$ cat config.mk
export PLATFORM = sky130hd
export DESIGN_NAME = dual_bank_out_ep
export DESIGN_NICKNAME = d
export VERILOG_FILES = /design/src/rtl/dbo_pkg.sv /design/src/rtl/dbo_dpram.sv /design/src/rtl/dbo_rx_track.sv /design/src/rtl/dbo_bank_slot.sv /design/src/rtl/dbo_ep_state.sv /design/src/rtl/dual_bank_out_ep.sv
export SDC_FILE = /design/constraint.sdc
export NUM_CORES = 1
export LEC_CHECK = 0
export BUFFER_PORTS_ARGS = -buffer_cell sky130_fd_sc_hd__clkbuf_2
export CORE_UTILIZATION = 60
export DETAILED_ROUTE_END_ITERATION = 8
export PLACE_DENSITY = 0.77
export SETUP_SLACK_MARGIN = 0.2
export SLEW_MARGIN = 20
export SYNTH_ARGS = -nofsm -noshare
export SYNTH_HDL_FRONTEND = slang
export SYNTH_HIERARCHICAL = 1
export SYNTH_SLANG_ARGS = --single-unit
$ cat constraint.sdc
create_clock -name clk -period 3.1 [get_ports clk]
set_input_delay 0.155 -clock clk [delete_from_list [all_inputs] [get_ports clk]]
set_output_delay 0.155 -clock clk [all_outputs]
set_load 0.005 [all_outputs]
$ cat src/rtl/dbo_pkg.sv
package dbo_pkg;

    localparam int DATA_W = 8;
    localparam int NBANK  = 2;

    typedef enum logic [1:0] {
        HS_NONE  = 2'b00,
        HS_ACK   = 2'b01,
        HS_NAK   = 2'b10,
        HS_STALL = 2'b11
    } hs_e;

    typedef struct packed {
        logic active;   // inside a packet
        logic store;    // payload is being kept
        logic ovf;      // too many bytes seen
    } pkt_st_t;

    // Reply chosen at the end of a packet
    function automatic hs_e pick_reply(logic crc_ok, logic force_on,
                                       logic store, logic ovf);
        hs_e r;
        if (!crc_ok)              r = HS_NONE;
        else if (force_on)        r = HS_STALL;
        else if (!store || ovf)   r = HS_NAK;
        else                      r = HS_ACK;
        return r;
    endfunction

endpackage

$ cat src/rtl/dbo_dpram.sv
module dbo_dpram #(
    parameter int DW    = 8,
    parameter int AW    = 7
) (
    input  logic          clk,
    input  logic          we,
    input  logic [AW-1:0] waddr,
    input  logic [DW-1:0] wdata,
    input  logic [AW-1:0] raddr,
    output logic [DW-1:0] rdata
);
    localparam int DEPTH = 1 << AW;

    logic [DW-1:0] mem [DEPTH];

    always_ff @(posedge clk) begin
        if (we) begin
            mem[waddr] <= wdata;
        end
        rdata <= mem[raddr];
    end
endmodule

$ cat src/rtl/dbo_rx_track.sv
module dbo_rx_track
    import dbo_pkg::*;
#(
    parameter int MAX_PKT = 64,
    parameter int CNT_W   = 11,
    parameter int AW      = 6
) (
    input  logic              clk,
    input  logic              rst,
    input  logic              rx_start,
    input  logic              rx_valid,
    input  logic [DATA_W-1:0] rx_data,
    input  logic              rx_end,
    input  logic              rx_crc_ok,
    input  logic              cur_bank,
    input  logic              cur_busy,
    input  logic              force_on,
    output logic              wr_en,
    output logic [AW:0]       wr_addr,
    output logic [DATA_W-1:0] wr_data,
    output logic              done,
    output hs_e               done_reply,
    output logic [CNT_W-1:0]  done_count
);
    localparam logic [CNT_W-1:0] MAXC = CNT_W'(MAX_PKT);

    pkt_st_t          st_q;
    logic [CNT_W-1:0] idx_q;
    logic             room;
    logic             byte_in;

    assign room    = (idx_q < MAXC);
    assign byte_in = st_q.active && !rx_end && rx_valid;

    always_ff @(posedge clk) begin
        if (rst) begin
            st_q  <= '0;
            idx_q <= '0;
        end else if (rx_start && !st_q.active) begin
            st_q.active <= 1'b1;
            st_q.store  <= !force_on && !cur_busy;
            st_q.ovf    <= 1'b0;
            idx_q       <= '0;
        end else if (st_q.active) begin
            if (rx_end) begin
                st_q.active <= 1'b0;
            end else if (rx_valid) begin
                if (room) idx_q    <= idx_q + 1'b1;
                else      st_q.ovf <= 1'b1;
            end
        end
    end

    assign wr_en      = byte_in && st_q.store && room;
    assign wr_addr    = {cur_bank, idx_q[AW-1:0]};
    assign wr_data    = rx_data;
    assign done       = st_q.active && rx_end;
    assign done_reply = pick_reply(rx_crc_ok, force_on, st_q.store, st_q.ovf);
    assign done_count = idx_q;
endmodule

$ cat src/rtl/dbo_bank_slot.sv
module dbo_bank_slot #(
    parameter int CNT_W = 11
) (
    input  logic             clk,
    input  logic             rst,
    input  logic             fill,
    input  logic             release_i,
    input  logic [CNT_W-1:0] count_in,
    output logic             full,
    output logic [CNT_W-1:0] count
);
    always_ff @(posedge clk) begin
        if (rst) begin
            full  <= 1'b0;
            count <= '0;
        end else if (fill) begin
            full  <= 1'b1;
            count <= count_in;
        end else if (release_i) begin
            full  <= 1'b0;
        end
    end
endmodule

$ cat src/rtl/dbo_ep_state.sv
module dbo_ep_state
    import dbo_pkg::*;
#(
    parameter int CNT_W = 11
) (
    input  logic             clk,
    input  logic             rst,
    input  logic             done,
    input  hs_e              done_reply,
    input  logic [CNT_W-1:0] done_count,
    input  logic             fw_stall_set,
    input  logic             fw_stall_clr,
    input  logic             fw_clr_stallsent,
    input  logic [NBANK-1:0] fw_clr,
    output logic [NBANK-1:0] full,
    output logic [CNT_W-1:0] count [NBANK],
    output logic             ptr,
    output logic             stall_q,
    output logic             force_q,
    output logic             hs_valid_q,
    output hs_e              hs_code_q
);
    logic ack_now;
    logic stall_now;

    assign ack_now   = done && (done_reply == HS_ACK);
    assign stall_now = done && (done_reply == HS_STALL);

    for (genvar b = 0; b < NBANK; b++) begin : g_slot
        dbo_bank_slot #(.CNT_W(CNT_W)) u_slot (
            .clk      (clk),
            .rst      (rst),
            .fill     (ack_now && (ptr == b[0])),
            .release_i(fw_clr[b]),
            .count_in (done_count),
            .full     (full[b]),
            .count    (count[b])
        );
    end

    always_ff @(posedge clk) begin
        if (rst) begin
            ptr        <= 1'b0;
            stall_q    <= 1'b0;
            force_q    <= 1'b0;
            hs_valid_q <= 1'b0;
            hs_code_q  <= HS_NONE;
        end else begin
            hs_valid_q <= done && (done_reply != HS_NONE);
            hs_code_q  <= done ? done_reply : HS_NONE;
            if (ack_now) ptr <= ~ptr;
            if (stall_now)             stall_q <= 1'b1;
            else if (fw_clr_stallsent) stall_q <= 1'b0;
            if (fw_stall_set)          force_q <= 1'b1;
            else if (fw_stall_clr)     force_q <= 1'b0;
        end
    end
endmodule

$ cat src/rtl/dual_bank_out_ep.sv
module dual_bank_out_ep
    import dbo_pkg::*;
#(
    parameter int MAX_PKT = 64,
    parameter int CNT_W   = 11,
    parameter int AW      = $clog2(MAX_PKT)
) (
    input  logic             clk,
    input  logic             rst,
    input  logic             rx_start,
    input  logic             rx_valid,
    input  logic [7:0]       rx_data,
    input  logic             rx_end,
    input  logic             rx_crc_ok,
    output logic             hs_valid,
    output logic [1:0]       hs_code,
    input  logic             fw_stall_set,
    input  logic             fw_stall_clr,
    input  logic             fw_clr_bk0,
    input  logic             fw_clr_bk1,
    input  logic             fw_clr_stallsent,
    input  logic             fw_rd_bank,
    input  logic [AW-1:0]    fw_rd_addr,
    output logic [7:0]       fw_rd_data,
    output logic [CNT_W-1:0] bk0_count,
    output logic [CNT_W-1:0] bk1_count,
    output logic             rx_done_bk0,
    output logic             rx_done_bk1,
    output logic             stall_sent,
    output logic             force_stall,
    output logic             next_bank,
    output logic             irq
);
    logic              wr_en;
    logic [AW:0]       wr_addr;
    logic [DATA_W-1:0] wr_data;
    logic              done;
    hs_e               done_reply;
    logic [CNT_W-1:0]  done_count;
    logic [NBANK-1:0]  full;
    logic [CNT_W-1:0]  count [NBANK];
    logic              ptr;
    logic              stall_q;
    logic              force_q;
    logic              hsv_q;
    hs_e               hsc_q;

    dbo_rx_track #(.MAX_PKT(MAX_PKT), .CNT_W(CNT_W), .AW(AW)) u_track (
        .clk        (clk),
        .rst        (rst),
        .rx_start   (rx_start),
        .rx_valid   (rx_valid),
        .rx_data    (rx_data),
        .rx_end     (rx_end),
        .rx_crc_ok  (rx_crc_ok),
        .cur_bank   (ptr),
        .cur_busy   (full[ptr]),
        .force_on   (force_q),
        .wr_en      (wr_en),
        .wr_addr    (wr_addr),
        .wr_data    (wr_data),
        .done       (done),
        .done_reply (done_reply),
        .done_count (done_count)
    );

    dbo_ep_state #(.CNT_W(CNT_W)) u_state (
        .clk              (clk),
        .rst              (rst),
        .done             (done),
        .done_reply       (done_reply),
        .done_count       (done_count),
        .fw_stall_set     (fw_stall_set),
        .fw_stall_clr     (fw_stall_clr),
        .fw_clr_stallsent (fw_clr_stallsent),
        .fw_clr           ({fw_clr_bk1, fw_clr_bk0}),
        .full             (full),
        .count            (count),
        .ptr              (ptr),
        .stall_q          (stall_q),
        .force_q          (force_q),
        .hs_valid_q       (hsv_q),
        .hs_code_q        (hsc_q)
    );

    dbo_dpram #(.DW(DATA_W), .AW(AW + 1)) u_mem (
        .clk   (clk),
        .we    (wr_en),
        .waddr (wr_addr),
        .wdata (wr_data),
        .raddr ({fw_rd_bank, fw_rd_addr}),
        .rdata (fw_rd_data)
    );

    assign hs_valid    = hsv_q;
    assign hs_code     = hsc_q;
    assign bk0_count   = count[0];
    assign bk1_count   = count[1];
    assign rx_done_bk0 = full[0];
    assign rx_done_bk1 = full[1];
    assign stall_sent  = stall_q;
    assign force_stall = force_q;
    assign next_bank   = ptr;
    assign irq         = |full || stall_q;
endmodule

==> out/metrics.csv, run 1 <==
metric,value,unit
status,"complete, no violations",
Syn Nets,1855,
Max Fclk,358,MHz
I/O Buffers,64,
total global routing overflow,0,
DRC Markers,0,
"EDFF count, synth",1024,
VDD IR-drop max,0.538,mV
Crit-path slowest cell,or4_4,
n_diodes,0,
Syn Area/Cell,22.7,µm²
"Reg clk slew, reported paths",0.06,ns
critical path class,flop to flop,
postcts setup bufs,0,
CP Capture Type,flop,
arrival time worst endpoint,3.18,ns
Final WS setup,0.306,ns
number of detailed-route iterations in the first pass,5,
"Max FO, Critical Path",13,
share of the synthesized area in the top cell type,74.0,%
Die H,265,µm
Site Rows,96,
setup tns final,0,ns
HPWL after DPL,57400,µm
power per cell area,623,nW/µm²
vias,20500,
maximum buffer depth of the clock tree,3,
GRT busiest layer,met2,
H-Tree Depth,3,
vias in the first global route,20900,
max-slew violations,0,
clk_lat worst skew,0.69,ns
Period minus WS final,2.79,ns
largest net degree at the start of global routing,110,
Slew Limit Headroom,23.9,%
startpoint types,flop,
ys flop type,edfxtp_1,
cell mode on critical path,buf_4,
Yosys cell types,39,
initial antenna violation count,0,
Die Area,70300,µm²
met1 Use GR,38.9,%
Clk Tree Root Cell,clkbuf_16,
RSZ-0062 raised after global routing,no,
synth warn,6,
nets,2127,
Num CTS Buffers,102,
share of cells above drive strength 1,35.3,%
Yosys reg bits,1076,
Core Area,68600,µm²
register area share after synthesis,76.5,%
fill count,3894,
number of max-cap violations,0,
Place WS,0.165,ns
Clock Skew,0.0347,ns
largest cells by area after synthesis,"edfxtp_1 74%, mux4_2 18%, dfxtp_1 2.5%",
Leakage Power,15.4,nW
vias per inst,6.58,
HP Class,input pin to flop,
period utilisation layout,90.1,%
area growth from synthesis to layout,15.1,%
GRT met2 Usage,45.5,%
CTS sink count,1076,
CP peak stage delay,0.60,ns
Synth area leader,edfxtp_1,
Starting Density,60.6,%
placer congestion estimate,0.826,
starting DRC count in detailed routing,2550,
Async SR Flop Fraction,0,%
count of final hold-check violations,0,
Worst-Margin Slew,1.14,ns
Synth Cell Area,41600,µm²
CP Cell Sequence,"or4_4, nor4_1, buf_4, nor2b_2, nand2_1, buf_4, nor2_1, buf_4",
Antenna Nets Post-Route,0,
GR met3 Demand/Resource,6.17,%
detailed-route wire length,96700,µm
Post-Synthesis Cells,1828,
first-pass GRT wire length,142000,µm
Critical Path RT,3.48,ns
most frequent cell after synthesis,edfxtp_1,
Total GRT Usage,28.4,%
most frequent cells after synthesis,"1024 x edfxtp_1, 336 x mux4_2, 150 x nor2_1, 52 x dfxtp_1, 47 x clkbuf_1",
CTS tree,yes,
Routed wire per std cell,31.0,µm
final setup vio count,0,
I/O Pins,65,
Die W,265,µm
## sequential cells by signal, summed over array words and instances (netlist names)
name / count
u_state/stall_q: 1
u_state/hs_code_q: 2
u_state/ptr: 1
u_state/g_slot.u_slot/count: 22
u_state/force_q: 1
u_mem/mem: 1024
u_track/done_count: 11
u_mem/rdata: 8
u_state/hs_valid_q: 1
u_track/st_q: 3
u_state/g_slot.u_slot/full: 2
## cells by family after synthesis
kind of cell / synth area share, %
flops: 76.5
mux: 19.1
buf+inv: 1.43
fa+ha+maj: 0.0301
compound gates: 0.217
simple gates: 2.69
## what timing repair did
item                                    CTS  global route
hold buffers                             11             0
endpoints found under the hold margin    19             0
pin swaps                                 0             0
gates resized for setup                   1             2
endpoints found under the setup margin    6            24
## metrics by stage
stage / std cells / hold WS (ns) / area (µm²) / util [%] / total power [mW]
after global routing: 3117 / 0.0596 / 47800 / 69.7 / 30.5
final: 3117 / 0.0468 / 47800 / 69.7 / 29.8
after detailed placement: 2916 / 0.387 / 44400 / 64.7 / 17.6
after floorplan: 1828 / 0.224 / 41600 / - / 17.1
after CTS: 3117 / 0.0419 / 47800 / 69.7 / 30.0
after global placement: 2916 / 0.380 / 44400 / 64.7 / 17.6
## power by group
group | leakage (nW) | switching (mW) | internal [mW]
combinational | 4.10 | 0.777 | 0.616
sequential | 9.62 | 0.0185 | 15.9
clock | 1.64 | 5.35 | 7.15
total | 15.4 | 6.15 | 23.7
## routing by layer
metal | share of wire, % | vias up
met5 | 0 | -
met4 | 3.6 | 0
met3 | 10 | 208
met2 | 49 | 1271
met1 | 37 | 10800
li1 | - | 8215
## final cells by class
| type | count | area, µm² | area share (%) |
|---|---|---|---|
| clock buffers | 136 | 2770 | 5.80 |
| repair buffers | 280 | 2330 | 4.87 |
| multi-input cells | 633 | 9180 | 19.2 |
| flip-flops and latches | 1076 | 31800 | 66.5 |
| well taps | 931 | 1160 | 2.44 |
| clock inverters | 54 | 581 | 1.21 |
| inverters | 7 | 26.3 | 0.0549 |
## cell usage in the layout, fill, tap and decap left out, types with 10 or more instances in the layout
cell type,instances
edfxtp_1,1024
mux4_2,336
buf_4,188
nor2_1,149
clkbuf_16,104
clkbuf_2,52
dfxtp_1,52
clkbuf_1,27
mux2i_1,26
buf_12,25
clkinv_2,19
nand3_1,19
nand2_1,18
clkinv_1,15
dlygate4sd3_1,11
bufinv_16,10
nor3_1,10
a21oi_1,10
## final timing paths
kind / start / end / slack [ns] / cells past startpoint
worst min register to register: u_state/g_slot[1].u_slot/count[0]$_SDFFE_PP0P_ / u_state/g_slot[1].u_slot/count[0]$_SDFFE_PP0P_ / 0.50 / 2
worst max register to register: u_track/done_count[7]$_SDFFE_PP0P_ / u_mem/mem[108][2]$_DFFE_PP_ / 0.31 / 8
worst max-delay path: u_track/done_count[7]$_SDFFE_PP0P_ / u_mem/mem[108][2]$_DFFE_PP_ / 0.31 / 8
worst min-delay path: rx_data[7] / u_mem/mem[121][7]$_DFFE_PP_ / 0.05 / 1
## worst max-delay path, delay by kind of cell (launching register included)
kind | cells | cell delay, ns
AND/OR/NAND/NOR | 5 | 1.43
buffers and inverters | 3 | 0.71
flip-flops | 1 | 0.36
Power figures use the tool's default switching activity.
==> run 2: changes to the inputs <==
==> constraint.sdc (replaced) <==
create_clock -name clk -period 3.2 [get_ports clk]
set_input_delay 0.16 -clock clk [delete_from_list [all_inputs] [get_ports clk]]
set_output_delay 0.16 -clock clk [all_outputs]
set_load 0.005 [all_outputs]
==> out/metrics.csv, run 2 (synthesized netlist as in run 1, its figures left out) <==
metric,value,unit
status,"complete, no violations",
placed instance count,2910,
Num CTS Buffers,103,
I/O Pins,65,
number of max-cap violations,0,
Largest register FFs,1024,
area growth from synthesis to layout,15.4,%
Period minus WS final,2.87,ns
share of cells above drive strength 1,35.5,%
Starting Density,60.6,%
clk_lat worst skew,0.68,ns
vias,20700,
"Most flops, register",u_mem/mem,
Total GRT Usage,29.2,%
Slew Limit Headroom,29.6,%
"commonest non-fill, non-tap cells in the layout","1024 x edfxtp_1, 336 x mux4_2, 183 x buf_4",
Crit-path slowest cell,or4_4,
register area,31800,µm²
number of detailed-route iterations in the first pass,5,
CTS tree,yes,
arrival time worst endpoint,3.25,ns
fin area,48000,µm²
vias per inst,6.63,
initial antenna violation count,5,
utilization after layout,69.9,%
Die H,265,µm
"commonest non-fill, non-tap cell in the layout",edfxtp_1,
H-Tree Depth,3,
starting DRC count in detailed routing,2656,
critical path class,flop to flop,
Die Area,70300,µm²
Antenna Nets Post-Route,0,
CP peak stage delay,0.60,ns
Core Area,68600,µm²
fill count,3891,
I/O Buffers,64,
Worst-Margin Slew,1.06,ns
startpoint types,flop,
Finished Layout Cells,3114,
setup tns final,0,ns
total global routing overflow,0,
Site Rows,96,
DP Area,44300,µm²
Clock Skew,0.0242,ns
DRC Markers,0,
"Max FO, Critical Path",12,
CP Cell Sequence,"or4_4, nor4_1, buf_4, nor2b_1, nand3_1, buf_4, nor2_1, buf_4",
Worst Hold Margin,0.0243,ns
multi-input combinational cell area,9170,µm²
largest net degree at the start of global routing,129,
Leakage Power,15.4,nW
Clk Tree Root Cell,clkbuf_16,
power per cell area,614,nW/µm²
Routed wire per std cell,31.7,µm
first-pass GRT wire length,145000,µm
vias in the first global route,21400,
detailed-route wire length,98900,µm
Max Fclk,349,MHz
HP Class,input pin to flop,
final setup vio count,0,
CP startpoint,u_track/done_count[7]$_SDFFE_PP0P_,
Critical Path RT,3.59,ns
"Reg clk slew, reported paths",0.06,ns
CTS sink count,1076,
nets,2121,
period utilisation layout,89.6,%
HPWL after DPL,56400,µm
Min-Delay Startpoint,rx_data[4],
n_diodes,0,
VDD IR-drop max,0.636,mV
Die W,265,µm
max-slew violations,0,
maximum buffer depth of the clock tree,3,
placer congestion estimate,0.831,
cell mode on critical path,buf_4,
count of final hold-check violations,0,
CP Capture Type,flop,
worst r2r src,u_track/done_count[7]$_SDFFE_PP0P_,
RSZ-0062 raised after global routing,no,
run 2: routing by layer:
| layer | vias up | global-route usage, % | wire (µm) |
|---|---|---|---|
| li1 | 8221 | - | - |
| met1 | 10900 | 39.3 | 35200 |
| met2 | 1320 | 47.8 | 49600 |
| met3 | 239 | 6.16 | 10000 |
| met4 | 2 | 10.7 | 4030 |
| met5 | - | 0 | 13 |
run 2: final timing paths:
check / end / slack (ns) / cells after the start
worst max-delay path: u_mem/mem[38][4]$_DFFE_PP_ / 0.33 / 8
worst min-delay path: u_mem/mem[71][4]$_DFFE_PP_ / 0.02 / 2
worst max register to register: u_mem/mem[38][4]$_DFFE_PP_ / 0.33 / 8
worst min register to register: u_track/st_q[1]$_SDFFE_PP0P_ / 0.47 / 2
run 2: worst max-delay path: cells and delay by family (launching register included):
family                 cells  cell delay [ns]
buffers and inverters      3             0.70
AND/OR/NAND/NOR            5             1.52
flip-flops                 1             0.35
run 2: timing repair:
| item | CTS | global route |
|---|---|---|
| buffers inserted | 0 | 0 |
| gates resized for setup | 0 | 3 |
| endpoints found under the setup margin | 0 | 16 |
| endpoints found under the hold margin | 18 | 0 |
| hold buffers | 10 | 0 |
run 2: power by group:
group / internal, mW / switching (mW) / total [mW]
Sequential: 15.4 / 0.0333 / 15.5
Combinational: 0.590 / 0.747 / 1.34
Clock: 7.39 / 5.29 / 12.7
Total: 23.4 / 6.07 / 29.5
run 2: stage by stage:
stage          setup WS (ns)  total power [mW]
6_report               0.333              29.5
5_1_grt                0.210              30.2
4_1_cts                0.299              29.6
3_5_place_dp           0.322              17.1
3_3_place_gp           0.327              17.0
2_1_floorplan          0.433              16.6
run 2: final cells by class:
cell class	count	area share [%]
clock buffer	124	5.65
clock inverter	70	1.77
inverter	7	0.0548
multi-input combinational	633	19.1
sequential	1076	66.3
tap	931	2.43
timing repair buffer	273	4.70
